<file path="src/rtl/rv32i_ctrl_decode.sv">
module rv32i_ctrl_decode (
  input  logic [31:0] inst,
  input  logic        br_eq,
  input  logic        br_lt,
  output logic [1:0]  imm_sel,
  output logic        reg_wen,
  output logic        br_un,
  output logic        a_sel,
  output logic        b_sel,
  output logic [3:0]  alu_op,
  output logic        mem_wr,
  output logic [1:0]  wb_sel,
  output logic        pc_sel
);

  localparam logic [6:0] OPC_OP     = 7'b0110011;
  localparam logic [6:0] OPC_OPIMM  = 7'b0010011;
  localparam logic [6:0] OPC_LOAD   = 7'b0000011;
  localparam logic [6:0] OPC_STORE  = 7'b0100011;
  localparam logic [6:0] OPC_BRANCH = 7'b1100011;
  localparam logic [6:0] OPC_JALR   = 7'b1100111;
  localparam logic [6:0] OPC_JAL    = 7'b1101111;

  localparam logic [1:0] IMM_I = 2'd0, IMM_S = 2'd1, IMM_B = 2'd2, IMM_J = 2'd3;
  localparam logic [1:0] WB_MEM = 2'd0, WB_ALU = 2'd1, WB_PC4 = 2'd2;

  localparam logic [3:0] ALU_ADD = 4'd0, ALU_SUB = 4'd1, ALU_SLL = 4'd2, ALU_SLT = 4'd3,
                         ALU_SLTU = 4'd4, ALU_XOR = 4'd5, ALU_SRL = 4'd6, ALU_SRA = 4'd7,
                         ALU_OR = 4'd8, ALU_AND = 4'd9;

  wire [6:0] opc = inst[6:0];
  wire [2:0] f3  = inst[14:12];
  wire       alt = inst[30];

  function automatic logic [3:0] arith_op(input logic [2:0] fn, input logic alt_bit, input logic sub_ok);
    case (fn)
      3'd0:    arith_op = (sub_ok && alt_bit) ? ALU_SUB : ALU_ADD;
      3'd1:    arith_op = ALU_SLL;
      3'd2:    arith_op = ALU_SLT;
      3'd3:    arith_op = ALU_SLTU;
      3'd4:    arith_op = ALU_XOR;
      3'd5:    arith_op = alt_bit ? ALU_SRA : ALU_SRL;
      3'd6:    arith_op = ALU_OR;
      default: arith_op = ALU_AND;
    endcase
  endfunction

  logic taken;
  always_comb begin
    case (f3)
      3'd0:    taken = br_eq;
      3'd1:    taken = !br_eq;
      3'd4,
      3'd6:    taken = br_lt;
      3'd5,
      3'd7:    taken = !br_lt;
      default: taken = 1'b0;
    endcase
  end

  always_comb begin
    imm_sel = IMM_I;
    reg_wen = 1'b0;
    br_un   = 1'b0;
    a_sel   = 1'b0;
    b_sel   = 1'b0;
    alu_op  = ALU_ADD;
    mem_wr  = 1'b0;
    wb_sel  = WB_ALU;
    pc_sel  = 1'b0;
    case (opc)
      OPC_OP: begin
        reg_wen = 1'b1;
        alu_op  = arith_op(f3, alt, 1'b1);
      end
      OPC_OPIMM: begin
        b_sel   = 1'b1;
        reg_wen = 1'b1;
        alu_op  = arith_op(f3, alt, 1'b0);
      end
      OPC_LOAD: begin
        b_sel   = 1'b1;
        reg_wen = 1'b1;
        wb_sel  = WB_MEM;
      end
      OPC_STORE: begin
        imm_sel = IMM_S;
        b_sel   = 1'b1;
        mem_wr  = 1'b1;
      end
      OPC_BRANCH: begin
        imm_sel = IMM_B;
        a_sel   = 1'b1;
        b_sel   = 1'b1;
        br_un   = f3[2] & f3[1];
        pc_sel  = taken;
      end
      OPC_JALR: begin
        b_sel   = 1'b1;
        reg_wen = 1'b1;
        wb_sel  = WB_PC4;
        pc_sel  = 1'b1;
      end
      OPC_JAL: begin
        imm_sel = IMM_J;
        a_sel   = 1'b1;
        b_sel   = 1'b1;
        reg_wen = 1'b1;
        wb_sel  = WB_PC4;
        pc_sel  = 1'b1;
      end
      default: ;
    endcase
  end

  always_comb begin
    AST_STORE_NO_REGWRITE: assert (!(mem_wr && reg_wen));
    AST_BRUN_ONLY_BRANCH:  assert (!br_un || opc == OPC_BRANCH);
    AST_REDIRECT_ONLY_CTRL: assert (!pc_sel || opc == OPC_BRANCH || opc == OPC_JAL || opc == OPC_JALR);
    AST_LINK_IMPLIES_JUMP: assert (wb_sel != WB_PC4 || (pc_sel && reg_wen));
    AST_UNKNOWN_BUBBLE:    assert (!(reg_wen || mem_wr || pc_sel) || opc inside {OPC_OP, OPC_OPIMM, OPC_LOAD,
                                   OPC_STORE, OPC_BRANCH, OPC_JAL, OPC_JALR});
  end

endmodule

</file>
<file path="config.mk">
export PLATFORM = sky130hd
export DESIGN_NAME = rv32i_ctrl_decode
export DESIGN_NICKNAME = d
export VERILOG_FILES = /design/src/rtl/rv32i_ctrl_decode.sv
export SDC_FILE = /design/constraint.sdc
export NUM_CORES = 1
export LEC_CHECK = 0
export BUFFER_PORTS_ARGS = -buffer_cell sky130_fd_sc_hd__clkbuf_2
export CAP_MARGIN = 20
export CORE_AREA = 2 2 39 41
export DETAILED_ROUTE_END_ITERATION = 10
export DIE_AREA = 0 0 41 43
export MAX_ROUTING_LAYER = met4
export PLACE_DENSITY = 0.64
export SYNTH_ARGS = -nofsm -noshare
export SYNTH_HDL_FRONTEND = slang
export SYNTH_SLANG_ARGS = --single-unit
</file>
<file path="constraint.sdc">
create_clock -name vclk -period 1.57
set_clock_uncertainty 0.15 [all_clocks]
set_input_delay 0.157 -clock vclk [all_inputs]
set_output_delay 0.157 -clock vclk [all_outputs]
set_load 0.03 [all_outputs]
</file>
==> out/metrics.yaml, run 1 <==
routing:
  routed-via-count: 437
  wire_per_inst_um: 10.00
  drt-vias-per-instance: 4.802
  routed_wl_um: 910
  dr.pass1.iters: 2
  postRouteAntennaNets: 0
  drt_iter0_markers: 4
  drc: 0
setup_path:
  start_kind: "input pin"
  path_class: "in2out"
  critPathMaxFanout: 9
  arrival_ns: 1.16
  worst_ep_required_time_ns: 1.26
  critPathCaptureType: "output port"
timing:
  maxSlewHeadroom_pct: 82.29
  min_period_ns: 1.465
  rsz0062_at_grt: "false"
  setup-violations-final: 0
  final_max_slew_viol_count: 0
  hold_viol_final: 0
  setup_slack_ns: 0.1047
  period_share_pct: 93.33
  fin_setup_tns_ns: 0
  fmax_mhz: 682.4
  tightest_slew_ns: 0.2652
power:
  p_per_area_nw_per_um2: 203.1
  pwr-share-clk_pct: 0
  sw_frac_of_total_pct: 60.62
  p_switching_mw: 0.05806
  irDropWorstVdd_uv: 92.48
  combPwrFrac_pct: 100.0
  intPower_mw: 0.03772
  power_mw: 0.09578
  seqPwrFrac_pct: 0
  leakage_nw: 0.2291
hold_path:
  hold_path.class: "in2out"
placement:
  place_ws_ns: 0.08849
  place.port_buffers: 27
  routabilityCongestion: 0.6967
  dp_hpwl_um: 816.4
  postPlaceCellArea_um2: 471.7
finish:
  fin_nets: 111
  area_delta_synth_final_pct: 52.63
  multi_input_area_um2: 290.3
  seq_cell_count: 0
  n_fill_cell: 158
  antenna_cells: 0
  fin_area_um2: 471.7
  nClkBuffers: 0
  drive_above_1_share_pct: 50.67
  seqCellArea_um2: 0
cts:
  postCtsHoldBufs: 0
  cts.repair.resized: 0
  post_cts_buffers: 0
logic_synthesis:
  yosys.area.top_type_share_pct: 10.93
  synth_compound_area_share_pct: 24.29
  synth_largest_area_cell: "nor2_1"
  mappedNetlistNets: 82
  syn_area_um2: 309.0
  seq_area_frac_synth_pct: 0
  synth.distinct_cells: 24
  synth-adder-area-share_pct: 0
  synthSimpleGateAreaFrac_pct: 55.47
  synth_xor_area_share_pct: 5.668
  avgSynthCellArea_um2: 6.438
  ys_warn_count: 0
  synth_top_family_by_area: "simple AND/OR/NAND/NOR gates"
  synthCells: 48
  synth_mux_area_share_pct: 6.883
  synthTopCellsByArea: "nor2_1, nand4_4, nand3_1"
grt:
  grt_overflow_total: 0
  grt_pass1_wl_um: 1400
  track_usage_pct: 10.75
  top_usage_layer: "met2"
  globalRouteMet2Util_pct: 17.81
  grtUsageMet3_pct: 0
  met1_usage_pct: 15.19
  first_global_vias: 346
  grt_max_degree: 10
  antenna_found_initial: 0
die:
  die_w_um: 41
  fp.dieH_um: 43
  coreArea_um2: 1384
  num_rows: 14
  initial_core_util_pct: 22.33
  die-area_um2: 1763
  ioPinCount: 48
run_status:
  outcome: "finished, final reports clean"
run:
  drv_cap: 0
cell families (layout without fill, tap and decap cells):
logic type	after synthesis	in the layout
buffers and inverters	5	32
AND/OR/NAND/NOR	28	28
AO/OA/AOI/OAI	11	11
multiplexers	2	2
XOR/XNOR	2	2
per-layer routing:
layer  vias up  part of all wire (%)
met5         -                     0
met4         0                     0
met3         0                   8.6
met2        20                    45
met1       188                    46
li1        229                     -
final timing paths:
path                  depth (start not counted)     from         to  slack (ns)
worst max-delay path                          5  inst[2]  alu_op[0]        0.10
worst min-delay path                          3  inst[3]      br_un        0.58
worst max-delay path: stages:
cell and delay [ns]:
clkbuf_2 0.17, nor3_2 0.24, nand4_2 0.18, a211oi_2 0.17
clkbuf_2 0.23
Yosys cell counts, drive strengths merged:
library cell / n
o21ai: 4
nand4: 2
a211oi: 1
a211o: 1
nand3: 4
a32oi: 1
nand2: 5
inv: 3
nor2: 9
xor2: 2
and2b: 1
nor4: 1
nor3: 4
a2111oi: 1
nand2b: 1
or3: 1
buf: 2
a21oi: 3
mux2: 1
mux2i: 1
power groups by stage:
stage               clock network [mW]  registers, mW  logic (mW)
CTS                                  0              0      0.0963
finish                               0              0      0.0958
global placement                     0              0      0.0943
floorplan                            0              0      0.0539
detailed placement                   0              0      0.0960
global route                         0              0       0.106
cell usage in the layout, fill, tap and decap left out, drive strengths merged:
cell and n:
a211o 1, nand2 5, a32oi 1, clkbuf 27, nand4 2, nor4 1, buf 2, a2111oi 1
a21oi 3, a211oi 1, xor2 2, nand2b 1, o21ai 4, nand3 4, mux2 1, nor2 9
mux2i 1, inv 3, and2b 1, or3 1, nor3 4
layout make-up:
type | instances | area share [%]
inverters | 3 | 2.387
well taps | 16 | 4.244
multi-input cells | 43 | 61.54
repair buffers | 29 | 31.83
through the flow:
step | util [%] | hold WS [ns] | cells
2_1_floorplan | - | 0.2364 | 48
3_3_place_gp | 34.09 | 0.5873 | 91
3_5_place_dp | 34.09 | 0.5800 | 91
4_1_cts | 34.09 | 0.5818 | 91
5_1_grt | 34.09 | 0.6081 | 91
6_report | 34.09 | 0.5759 | 91
No activity file was read; power rests on OpenSTA's default activity.
==> inputs of run 2 (changes only) <==
--- a/config.mk
+++ b/config.mk
@@ -7,11 +7,14 @@
 export LEC_CHECK = 0
 export BUFFER_PORTS_ARGS = -buffer_cell sky130_fd_sc_hd__clkbuf_2
 export CAP_MARGIN = 20
-export CORE_AREA = 2 2 39 41
+export CELL_PAD_IN_SITES_DETAIL_PLACEMENT = 1
+export CELL_PAD_IN_SITES_GLOBAL_PLACEMENT = 2
+export CORE_UTILIZATION = 13
 export DETAILED_ROUTE_END_ITERATION = 10
-export DIE_AREA = 0 0 41 43
 export MAX_ROUTING_LAYER = met4
-export PLACE_DENSITY = 0.64
+export PLACE_DENSITY = 0.88
+export SETUP_SLACK_MARGIN = 0.3
+export SLEW_MARGIN = 30
 export SYNTH_ARGS = -nofsm -noshare
 export SYNTH_HDL_FRONTEND = slang
 export SYNTH_SLANG_ARGS = --single-unit
==> out/metrics.yaml, run 2 (synthesized netlist as in run 1, its figures left out) <==
timing:
  setup_slack_ns: 0.1493  # +0.04460 ns
  min_period_ns: 1.421  # -0.04460 ns
  period_share_pct: 90.49  # -2.8 points
  tightest_slew_ns: 0.3387  # +0.07356 ns
  hold_viol_final: 0  # unchanged
  fmax_mhz: 703.9  # +3.1%
  rsz0062_at_grt: "true"
  whs_ns: 0.5687  # -0.007252 ns
  setup-violations-final: 0  # unchanged
  maxSlewHeadroom_pct: 77.18  # -5.1 points
  fin_setup_tns_ns: 0  # unchanged
  final_max_slew_viol_count: 0  # unchanged
grt:
  grt_max_degree: 8  # -2
  first_global_vias: 515  # +49%
  met1_usage_pct: 13.35  # -1.8 points
  grtUsageMet3_pct: 0.6061  # +0.61 points
  grt_overflow_total: 0  # unchanged
  top_usage_layer: "met2"
  track_usage_pct: 11.87  # +1.1 points
  antenna_found_initial: 0  # unchanged
  globalRouteMet2Util_pct: 24.00  # +6.2 points
  grt_pass1_wl_um: 2325  # +66%
power:
  seqPwrFrac_pct: 0  # unchanged
  pwr-share-clk_pct: 0  # unchanged
  combPwrFrac_pct: 100.0  # about the same
  p_switching_mw: 0.09119  # +57%
  p_per_area_nw_per_um2: 193.5  # -4.7%
  intPower_mw: 0.08172  # +120%
  leakage_nw: 0.3624  # +58%
  power_mw: 0.1729  # +81%
  sw_frac_of_total_pct: 52.74  # -7.9 points
  irDropWorstVdd_uv: 95.22  # +3.0%
finish:
  nClkBuffers: 0  # unchanged
  multi_input_area_um2: 420.4  # +45%
  n_fill_cell: 260  # +65%
  drive_above_1_share_pct: 75.86  # +25 points
  seq_cell_count: 0  # unchanged
  seqCellArea_um2: 0  # unchanged
  final_util_pct: 40.00  # +5.9 points
  fin_nets: 123  # +11%
  final_cell_mix: "buf_4, clkbuf_2, clkbuf_8, buf_6"
  area_delta_synth_final_pct: 189.1
  mostFrequentLayoutCell: "buf_4"
  antenna_cells: 0  # unchanged
setup_path:
  worst_ep_required_time_ns: 1.26  # about the same
  critPathMaxFanout: 4  # -5
  path_class: "in2out"
  critPathCaptureType: "output port"
  arrival_ns: 1.11  # -0.05 ns
  start_kind: "input pin"
die:
  die_w_um: 50.76  # +24%
  fp.dieH_um: 50.76  # +18%
  initial_core_util_pct: 13.84  # -8.5 points
  coreArea_um2: 2233  # +61%
  die-area_um2: 2576  # +46%
  num_rows: 17  # +3
  ioPinCount: 48  # unchanged
placement:
  place_ws_ns: 0.05969  # -0.02880 ns
  routabilityCongestion: 0.7159  # +2.8%
  dp_hpwl_um: 1042  # +28%
  place.port_buffers: 27  # unchanged
routing:
  dr.pass1.iters: 2  # unchanged
  routed-via-count: 510  # +17%
  routed_wl_um: 1524  # +67%
  drt_iter0_markers: 4  # unchanged
  wire_per_inst_um: 13.25  # +33%
  drc: 0  # unchanged
  drt-vias-per-instance: 4.435  # -7.7%
  postRouteAntennaNets: 0  # unchanged
hold_path:
  hold_path.class: "in2out"
  min_from: "inst[3]"
  hold_end: "br_un"
  min_delay_path_depth: 3  # unchanged
run_status:
  outcome: "finished, final reports clean"
run:
  drv_cap: 0  # unchanged
cts:
  postCtsHoldBufs: 0  # unchanged
-- run 2: cell count changes in the layout (fill, tap and decap cells not counted), sizes merged --
cell,change
clkbuf,-8
buf,+20
-- run 2: cell type report --
type,instances,share of cell area [%]
inverter,3,1.541
multi-input combinational,43,47.06
tap,28,3.922
timing repair buffer,41,47.48
-- run 2: routing by layer --
metal	vias up	routed length, um
met2	16	869
met1	241	594
met5	-	0
met3	0	60
met4	0	0
li1	253	-
-- run 2: critical path: stages --
cell	delay (ns)
clkbuf_16	0.13
nor3_4	0.26
nand4_4	0.15
buf_6	0.17
nor2_4	0.11
buf_8	0.13
-- run 2: how the worst max path moves through the flow --
| stage | startpoint | end | slack [ns] | depth (start not counted) |
|---|---|---|---|---|
| finish | inst[6] | alu_op[3] | 0.15 | 6 |
| global route | inst[6] | alu_op[2] | 0.11 | 6 |
| CTS | inst[6] | b_sel | 0.16 | 6 |
| detailed placement | inst[4] | br_un | 0.06 | 5 |
| global placement | inst[3] | alu_op[3] | 0.09 | 6 |
| floorplan | inst[2] | b_sel | 0.19 | 2 |
-- run 2: power groups by stage --
stage	Clock (mW)	Sequential, mW	Combinational, mW
4_1_cts	0	0	0.157
3_5_place_dp	0	0	0.119
6_report	0	0	0.173
3_3_place_gp	0	0	0.114
5_1_grt	0	0	0.184
2_1_floorplan	0	0	0.0682
-- run 2: what timing repair did --
action | 4_1_cts | 5_1_grt
pin swaps | 16 | 3
resized for setup | 50 | 13
setup endpoints to repair | 14 | 14
setup buffers | 5 | 3
-- run 2: per-stage QoR --
step | cells | cell area (um^2)
2_1_floorplan | 48 | 390.4
3_3_place_gp | 107 | 580.6
3_5_place_dp | 107 | 580.6
4_1_cts | 112 | 829.5
5_1_grt | 115 | 893.4
6_report | 115 | 893.4
